$ cat config.mk
export PLATFORM = sky130hd
export DESIGN_NAME = bus_master_handshake
export DESIGN_NICKNAME = d
export VERILOG_FILES = /design/src/rtl/bmh_pkg.sv /design/src/rtl/bmh_lock_track.sv /design/src/rtl/bmh_master_fsm.sv /design/src/rtl/bmh_release_drive.sv /design/src/rtl/bus_master_handshake.sv
export SDC_FILE = /design/constraint.sdc
export NUM_CORES = 1
export LEC_CHECK = 0
export BUFFER_PORTS_ARGS = -buffer_cell sky130_fd_sc_hd__buf_2
export CELL_PAD_IN_SITES_DETAIL_PLACEMENT = 0
export CELL_PAD_IN_SITES_GLOBAL_PLACEMENT = 1
export CORE_AREA = 2 2 39 41
export CTS_BUF_LIST = sky130_fd_sc_hd__clkbuf_2 sky130_fd_sc_hd__clkbuf_4 sky130_fd_sc_hd__clkbuf_8
export DETAILED_ROUTE_END_ITERATION = 12
export DIE_AREA = 0 0 41 43
export PLACE_DENSITY_LB_ADDON = 0.2
export SYNTH_ARGS = -nofsm -noshare
export SYNTH_HDL_FRONTEND = slang
export SYNTH_SLANG_ARGS = --single-unit
$ cat constraint.sdc
create_clock -name clk -period 1.3 [get_ports clk]
set_input_delay 0.325 -clock clk [delete_from_list [all_inputs] [get_ports clk]]
set_output_delay 0.325 -clock clk [all_outputs]
set_load 0.01 [all_outputs]
$ cat src/rtl/bmh_pkg.sv
package bmh_pkg;
  typedef enum logic [1:0] {
    ST_IDLE = 2'd0,
    ST_PEND = 2'd1,
    ST_OWN  = 2'd2
  } bmh_state_e;

  // Release condition when owning: grant gone and no lock, or lock ends now
  function automatic logic may_release(input logic grant_n, input logic locked,
                                       input logic instr_end);
    return grant_n && (!locked || instr_end);
  endfunction
endpackage

$ cat src/rtl/bmh_lock_track.sv
module bmh_lock_track (
  input  logic clk,
  input  logic rst_n,
  input  logic owning,
  input  logic rmw_lock,
  input  logic instr_end,
  output logic locked
);
  logic lock_seen_q;

  always_ff @(posedge clk or negedge rst_n) begin
    if (!rst_n)
      lock_seen_q <= 1'b0;
    else if (!owning || instr_end)
      lock_seen_q <= 1'b0;
    else if (rmw_lock)
      lock_seen_q <= 1'b1;
  end

  assign locked = rmw_lock | lock_seen_q;
endmodule

$ cat src/rtl/bmh_master_fsm.sv
module bmh_master_fsm
  import bmh_pkg::*;
(
  input  logic clk,
  input  logic rst_n,
  input  logic req,
  input  logic grant_n,
  input  logic busy_n,
  input  logic locked,
  input  logic rmw_lock,
  input  logic instr_end,
  output logic owning,
  output logic release_ev
);
  bmh_state_e state_q, state_d;

  always_comb begin
    state_d = state_q;
    unique case (state_q)
      ST_IDLE: if (!grant_n && req) state_d = ST_PEND;
      ST_PEND: begin
        if (grant_n)     state_d = ST_IDLE;
        else if (busy_n) state_d = ST_OWN;
      end
      ST_OWN:  if (may_release(grant_n, locked, instr_end)) state_d = ST_IDLE;
      default: state_d = ST_IDLE;
    endcase
  end

  always_ff @(posedge clk or negedge rst_n) begin
    if (!rst_n) state_q <= ST_IDLE;
    else        state_q <= state_d;
  end

  assign owning     = (state_q == ST_OWN);
  assign release_ev = (state_q == ST_OWN) && (state_d != ST_OWN);

  // no ownership taken while busy is held low
  p_no_ack_while_busy_r1: assert property (@(posedge clk) disable iff (!rst_n)
    (!owning && !busy_n) |=> !owning);
  // parking keeps the bus while grant stays
  p_park_hold_r3: assert property (@(posedge clk) disable iff (!rst_n)
    (owning && !grant_n) |=> owning);
  // live lock keeps the bus
  p_lock_hold_r4: assert property (@(posedge clk) disable iff (!rst_n)
    (owning && rmw_lock && !instr_end) |=> owning);
  // remembered lock keeps the bus until instruction end
  p_lock_until_end_r5: assert property (@(posedge clk) disable iff (!rst_n)
    (owning && locked && !instr_end) |=> owning);
  // no ownership without grant
  p_no_take_without_grant_r8: assert property (@(posedge clk) disable iff (!rst_n)
    (!owning && grant_n) |=> !owning);
  // unlocked owner leaves on next edge after grant removal
  p_unlocked_release_r10: assert property (@(posedge clk) disable iff (!rst_n)
    (owning && grant_n && !locked) |=> !owning);
endmodule

$ cat src/rtl/bmh_release_drive.sv
module bmh_release_drive (
  input  logic clk,
  input  logic rst_n,
  input  logic owning,
  input  logic release_ev,
  output logic drive_en
);
  logic rel_q;     // set for the cycle after the release edge
  logic neg_seen_q; // falling-edge capture ends the high drive

  always_ff @(posedge clk or negedge rst_n) begin
    if (!rst_n) rel_q <= 1'b0;
    else        rel_q <= release_ev;
  end

  always_ff @(negedge clk or negedge rst_n) begin
    if (!rst_n) neg_seen_q <= 1'b0;
    else        neg_seen_q <= rel_q;
  end

  assign drive_en = owning | (rel_q & ~neg_seen_q);

  // the high drive never lasts into a second rising edge
  p_drive_half_r6: assert property (@(posedge clk) disable iff (!rst_n)
    (rel_q && !owning) |=> !rel_q);
endmodule

$ cat src/rtl/bus_master_handshake.sv
module bus_master_handshake (
  input  logic clk,
  input  logic rst_n,
  input  logic req,
  input  logic rmw_lock,
  input  logic instr_end,
  input  logic grant_n,
  input  logic busy_n,
  output logic ack_n,
  output logic ack_oe,
  output logic bus_owned
);
  logic owning, release_ev, locked;

  bmh_lock_track u_lock (
    .clk(clk), .rst_n(rst_n), .owning(owning), .rmw_lock(rmw_lock),
    .instr_end(instr_end), .locked(locked)
  );

  bmh_master_fsm u_fsm (
    .clk(clk), .rst_n(rst_n), .req(req), .grant_n(grant_n), .busy_n(busy_n),
    .locked(locked), .rmw_lock(rmw_lock), .instr_end(instr_end),
    .owning(owning), .release_ev(release_ev)
  );

  bmh_release_drive u_drv (
    .clk(clk), .rst_n(rst_n), .owning(owning), .release_ev(release_ev),
    .drive_en(ack_oe)
  );

  assign ack_n     = ~owning;
  assign bus_owned = owning;

  // owned status matches an asserted acknowledge
  p_owned_is_ack_r2: assert property (@(posedge clk) disable iff (!rst_n)
    bus_owned == (ack_oe && !ack_n));
  // any drive while not owning is a high drive
  p_release_high_r6: assert property (@(posedge clk) disable iff (!rst_n)
    (ack_oe && !bus_owned) |-> ack_n);
endmodule

==> results.cfg, run 1 <==
[setup_path]
cp_top_family = flip-flops
cp-startpoint = u_drv.neg_seen_q
worstPathCellList = o21ai_2 > buf_2
crit_path_max_incr_delay_ns = 0.39
rrSetupSlack_ns = 0.12
path_class = reg2out
r2r-start = u_fsm.state_q[0]
required_ns = 0.98
slowest_stage = dfrtn_1
crit_path_start_kind = register
worst-path-buf-inv = 1
crit_arrival_ns = 1.47
critical_path.endpoint_type = output pin
cp_max_fo = 1

[routing]
vias_per_cell = 3.71
vias = 189
wirelength_um = 479
antenna_left = 0
drtPass1Iterations = 4
route.detailed.drc = 0
drtIter0Drc = 4
wl_per_cell_um = 9.39

[global_route]
grt_start_max_net_pins = 6
antenna_found_initial = 0
track_usage = 0.0758
grt_use_met2 = 0.0813
grt_pass1_vias = 192
grtUsageMet3 = 0.0471
overflow = 0
gr-usage-met1 = 0.0820
grt_pass1_wl_um = 772
busiest_layer = met4

[logic_synthesis]
synth_xor_area_frac = 0
synth_top_family_by_area = simple AND/OR/NAND/NOR gates
synth_compound_area_frac = 0.0828
ys_types = 12
ys_seq_area_frac = 0.592
muxShareOfSynthArea = 0.0473
syn_nets = 26
synth_adder_area_share = 0
syn_inst = 19
synth_seq_cells = 5
synth_area_per_cell_um2 = 11.1
synthesis.area_um2 = 211
synth-simple-area-share = 0.207
yosys_warnings = 0

[placed_design]
dp.cells = 45
gp_congestion = 0.624
portBuffers = 9
dp_hpwl_um = 373
placed_area_um2 = 288

[layout]
diodes = 0
drive_gt1_frac = 0.514
final_area_um2 = 339
layout.nets = 43
area_delta_synth_final_pct = 60.4
finalNonFillerCells = 51

[timing]
final-max-slew-violation-count = 0
finalHoldViolCount = 0
tightest_slew_ns = 0.161
worst_slack_ns = -0.495
rsz0062_at_grt = true
setup_viol = 3
max_slew_margin = 0.891
skew_ns = 0.0119
fin_tns_setup_ns = -0.606

[power_and_ir_drop]
power_leakage_nw = 0.192
pwr_density_cell_mw_per_mm2 = 1320
p_total_mw = 0.449
vdd_drop_max_mv = 0.438

[clock_network]
clk_latency_ns = 0.25
path_clk_slew_ns = 0.04
h-tree-depth = 1
cts_buffers = 3
cts_buffer_depth = 2
clock_sinks = 5
root_buffer = clkbuf_4
cts_tree = done

[worst_hold_path]
worstHoldStart = grant_n
holdCritPathClass = in2reg

[run_status]
status = finished with violations
violations = negative setup slack

[floorplan]
io-pin-count = 10
die_w_um = 41
initial_core_util = 0.153
core_mm2 = 0.00138
die_h_um = 43
die-area_mm2 = 0.00176
fp-row-count = 14

[job]
drv_cap = 0
==> sequential cells by signal (all words and copies together) (netlist names) <==
name and cells:
u_drv.rel_q 1, u_drv.neg_seen_q 1, u_fsm.state_q 2, u_lock.lock_seen_q 1
==> logic make-up (layout without fill, tap and decap cells) <==
kind of cell           Yosys count  in the layout
muxes                            1              1
and+or+nand+nor                  6              6
DFF                              5              5
buffers and inverters            4             20
AOI/OAI and AO/OA                3              3
==> synthesized netlist by cell type <==
cell,count,area (µm²)
nor2_1,1,3.75
or3_4,1,11.3
dfrtn_1,1,25.0
inv_1,4,15.0
nor3_1,1,5.00
nand2_1,1,3.75
and3_1,1,6.26
o21ai_0,2,10.0
mux2i_1,1,10.0
o21a_1,1,7.51
dfrtp_1,4,100
nand2b_4,1,13.8
==> cell type report <==
cell class / instances / area [µm²]
fillers: 168 / 1040
flip-flops and latches: 5 / 125
multi-input cells: 10 / 75.1
repair buffers: 12 / 73.8
clock buffers: 4 / 30.0
well taps: 16 / 20.0
inverters: 4 / 15.0
==> final timing paths <==
kind                                       to  depth (start not counted)
max                                    ack_oe                          2
min                          u_fsm.state_q[0]                          2
max reg2reg                       u_drv.rel_q                          3
min reg2reg                  u_fsm.state_q[0]                          1
max in group asynchronous    u_drv.neg_seen_q                          2
min in group asynchronous  u_lock.lock_seen_q                          2
==> power by group <==
part	leakage [nW]	total (mW)	internal (mW)	switching [mW]
clock network	0.0184	0.203	0.137	0.0662
logic	0.106	0.0717	0.0405	0.0312
registers	0.0680	0.174	0.167	0.00720
==> what timing repair did <==
| item | CTS | global route |
|---|---|---|
| gates resized for setup | 1 | 0 |
| endpoints found under the hold margin | 4 | 0 |
| endpoints found under the setup margin | 3 | 3 |
| hold buffers | 1 | 0 |
| buffers inserted | 1 | 0 |
==> per-layer routing <==
layer	wire length [µm]	vias to the layer above	part of all wire
met5	0	-	0
met4	10	0	0.021
met3	66	2	0.14
met2	209	12	0.44
met1	192	84	0.40
li1	-	91	-
==> metrics by stage <==
step,util,worst slack [ns],hold WS [ns]
floorplan,-,-0.142,0.0294
global placement,0.208,-0.229,0.146
detailed placement,0.208,-0.232,0.153
CTS,0.245,-0.508,0.259
global route,0.245,-0.529,0.265
finish,0.245,-0.495,0.269
==> cells in the final DEF (no fill, tap or decap) <==
cell and n:
buf_4 1, nand2_1 1, or3_4 1, o21a_1 1, nand2b_4 1, buf_2 9
clkbuf_4 4, mux2i_1 1, dlygate4sd3_1 1, buf_6 1, dfrtp_1 4, dfrtn_1 1
nor3_1 1, o21ai_2 1, inv_1 4, and3_1 1, o21ai_0 1, nor2_1 1
No activity file was read; power rests on OpenSTA's default activity.
==> run 2: changes to the inputs <==
PLACE_DENSITY_LB_ADDON = 0.1   (was 0.2)
==> results.cfg, run 2 (same netlist as run 1, synthesis figures left out) <==
[layout]
layout.nets = 45
final_util = 0.270
drive_gt1_frac = 0.595
diodes = 0
top_register = u_fsm.state_q
finalNonFillerCells = 53
largest_reg_flops = 2
layout_common_cells = buf_2 (7), clkbuf_4 (4), dfrtp_1 (4)
area_delta_synth_final_pct = 76.9
nFillCells = 155
final_common_cell = buf_2

[floorplan]
fp-row-count = 14
core_mm2 = 0.00138
io-pin-count = 10
die_w_um = 41
die_h_um = 43
die-area_mm2 = 0.00176
initial_core_util = 0.153

[global_route]
grt_start_max_net_pins = 6
grt_pass1_wl_um = 683
overflow = 0
grt_pass1_vias = 164
antenna_found_initial = 0
track_usage = 0.0656

[setup_path]
required_ns = 0.98
cp_max_fo = 1
crit_path_start_kind = register
path_class = reg2out
rrSetupSlack_ns = 0
critical_path.endpoint_type = output pin
rr_worst_depth = 4
r2r_end = u_drv.rel_q
r2r-start = u_fsm.state_q[0]
crit_arrival_ns = 1.47

[timing]
skew_ns = 0.0124
max_slew_margin = 0.917
setup_viol = 4
finalHoldViolCount = 0
final-max-slew-violation-count = 0
tightest_slew_ns = 0.122
worst_slack_ns = -0.497
rsz0062_at_grt = true

[routing]
vias_per_cell = 3.43
wl_per_cell_um = 8.79
vias = 182
route.detailed.drc = 0
drtPass1Iterations = 1
antenna_left = 0
drtIter0Drc = 0
wirelength_um = 466

[run_status]
status = finished with violations
violations = negative setup slack

[power_and_ir_drop]
pwr_density_cell_mw_per_mm2 = 1250
p_sw_mw = 0.109
pwr-share-seq = 0.371
combPwrFrac = 0.195
power_leakage_nw = 0.202
p_sw_frac = 0.233
p_int_mw = 0.360
vdd_drop_max_mv = 0.289
pwr-share-clk = 0.434

[clock_network]
path_clk_slew_ns = 0.05
cts_buffers = 3
cts_tree = done
cts_buffer_depth = 2
clock_sinks = 5
h-tree-depth = 1
root_buffer = clkbuf_4
clk_latency_ns = 0.25

[placed_design]
dp_hpwl_um = 360
portBuffers = 9
dp.cells = 45
gp_congestion = 0.643

[worst_hold_path]
min_to = u_fsm.state_q[0]
holdCritPathClass = in2reg
hold_depth = 2
worstHoldStart = grant_n

[job]
drv_cap = 0
run 2: through the flow:
stage / instance area [µm²] / setup TNS, ns / power, mW / hold slack, ns / setup WS [ns]
6_report: 374 / -0.569 / 0.469 / 0.264 / -0.497
5_1_grt: 374 / -0.678 / 0.496 / 0.268 / -0.528
4_1_cts: 339 / -0.645 / 0.459 / 0.258 / -0.511
3_5_place_dp: 288 / -0.238 / 0.241 / 0.150 / -0.238
3_3_place_gp: 288 / -0.229 / 0.240 / 0.149 / -0.229
2_1_floorplan: 215 / -0.142 / 0.209 / 0.0294 / -0.142
run 2: layout make-up:
type / count / area [µm²] / area share
clock buffers: 4 / 30.0 / 0.0803
well taps: 16 / 20.0 / 0.0535
inverters: 4 / 17.5 / 0.0468
flip-flops and latches: 5 / 125 / 0.334
repair buffers: 14 / 101 / 0.271
multi-input cells: 10 / 80.1 / 0.214
run 2: worst max-delay path, stage by stage, from the launching register on:
cell and delay [ns]:
dfrtn_1 0.40, o21ai_2 0.05, buf_2 0.13
run 2: worst max-delay path by stage:
stage                           from      to  slack, ns  cells after the start
detailed placement  u_drv.neg_seen_q  ack_oe      -0.24                      2
CTS                 u_drv.neg_seen_q  ack_oe      -0.51                      2
global route        u_drv.neg_seen_q  ack_oe      -0.53                      2
floorplan           u_drv.neg_seen_q  ack_oe      -0.14                      1
global placement    u_drv.neg_seen_q  ack_oe      -0.23                      2
finish              u_drv.neg_seen_q  ack_oe      -0.50                      2
run 2: routing by layer:
metal  part of all wire  vias up  wire length [µm]  global-route usage
li1                   -       95                 -                   -
met3               0.11        0                51              0.0314
met1               0.45       78               209              0.0850
met4                  0        0                 0              0.0800
met5                  0        -                 0                   0
met2               0.44        9               206              0.0656
run 2: power groups by stage:
| stage | clock network, mW | registers [mW] | logic (mW) |
|---|---|---|---|
| 6_report | 0.204 | 0.174 | 0.0912 |
| 5_1_grt | 0.219 | 0.175 | 0.102 |
| 4_1_cts | 0.212 | 0.174 | 0.0726 |
| 3_5_place_dp | 0 | 0.178 | 0.0626 |
| 3_3_place_gp | 0 | 0.178 | 0.0623 |
| 2_1_floorplan | 0 | 0.176 | 0.0324 |
run 2: repair_timing:
action,4_1_cts,5_1_grt
endpoints found under the hold margin,4,0
endpoints found under the setup margin,3,3
buffers inserted,1,2
hold buffers,1,0
pin swaps,0,0
resized for setup,1,5
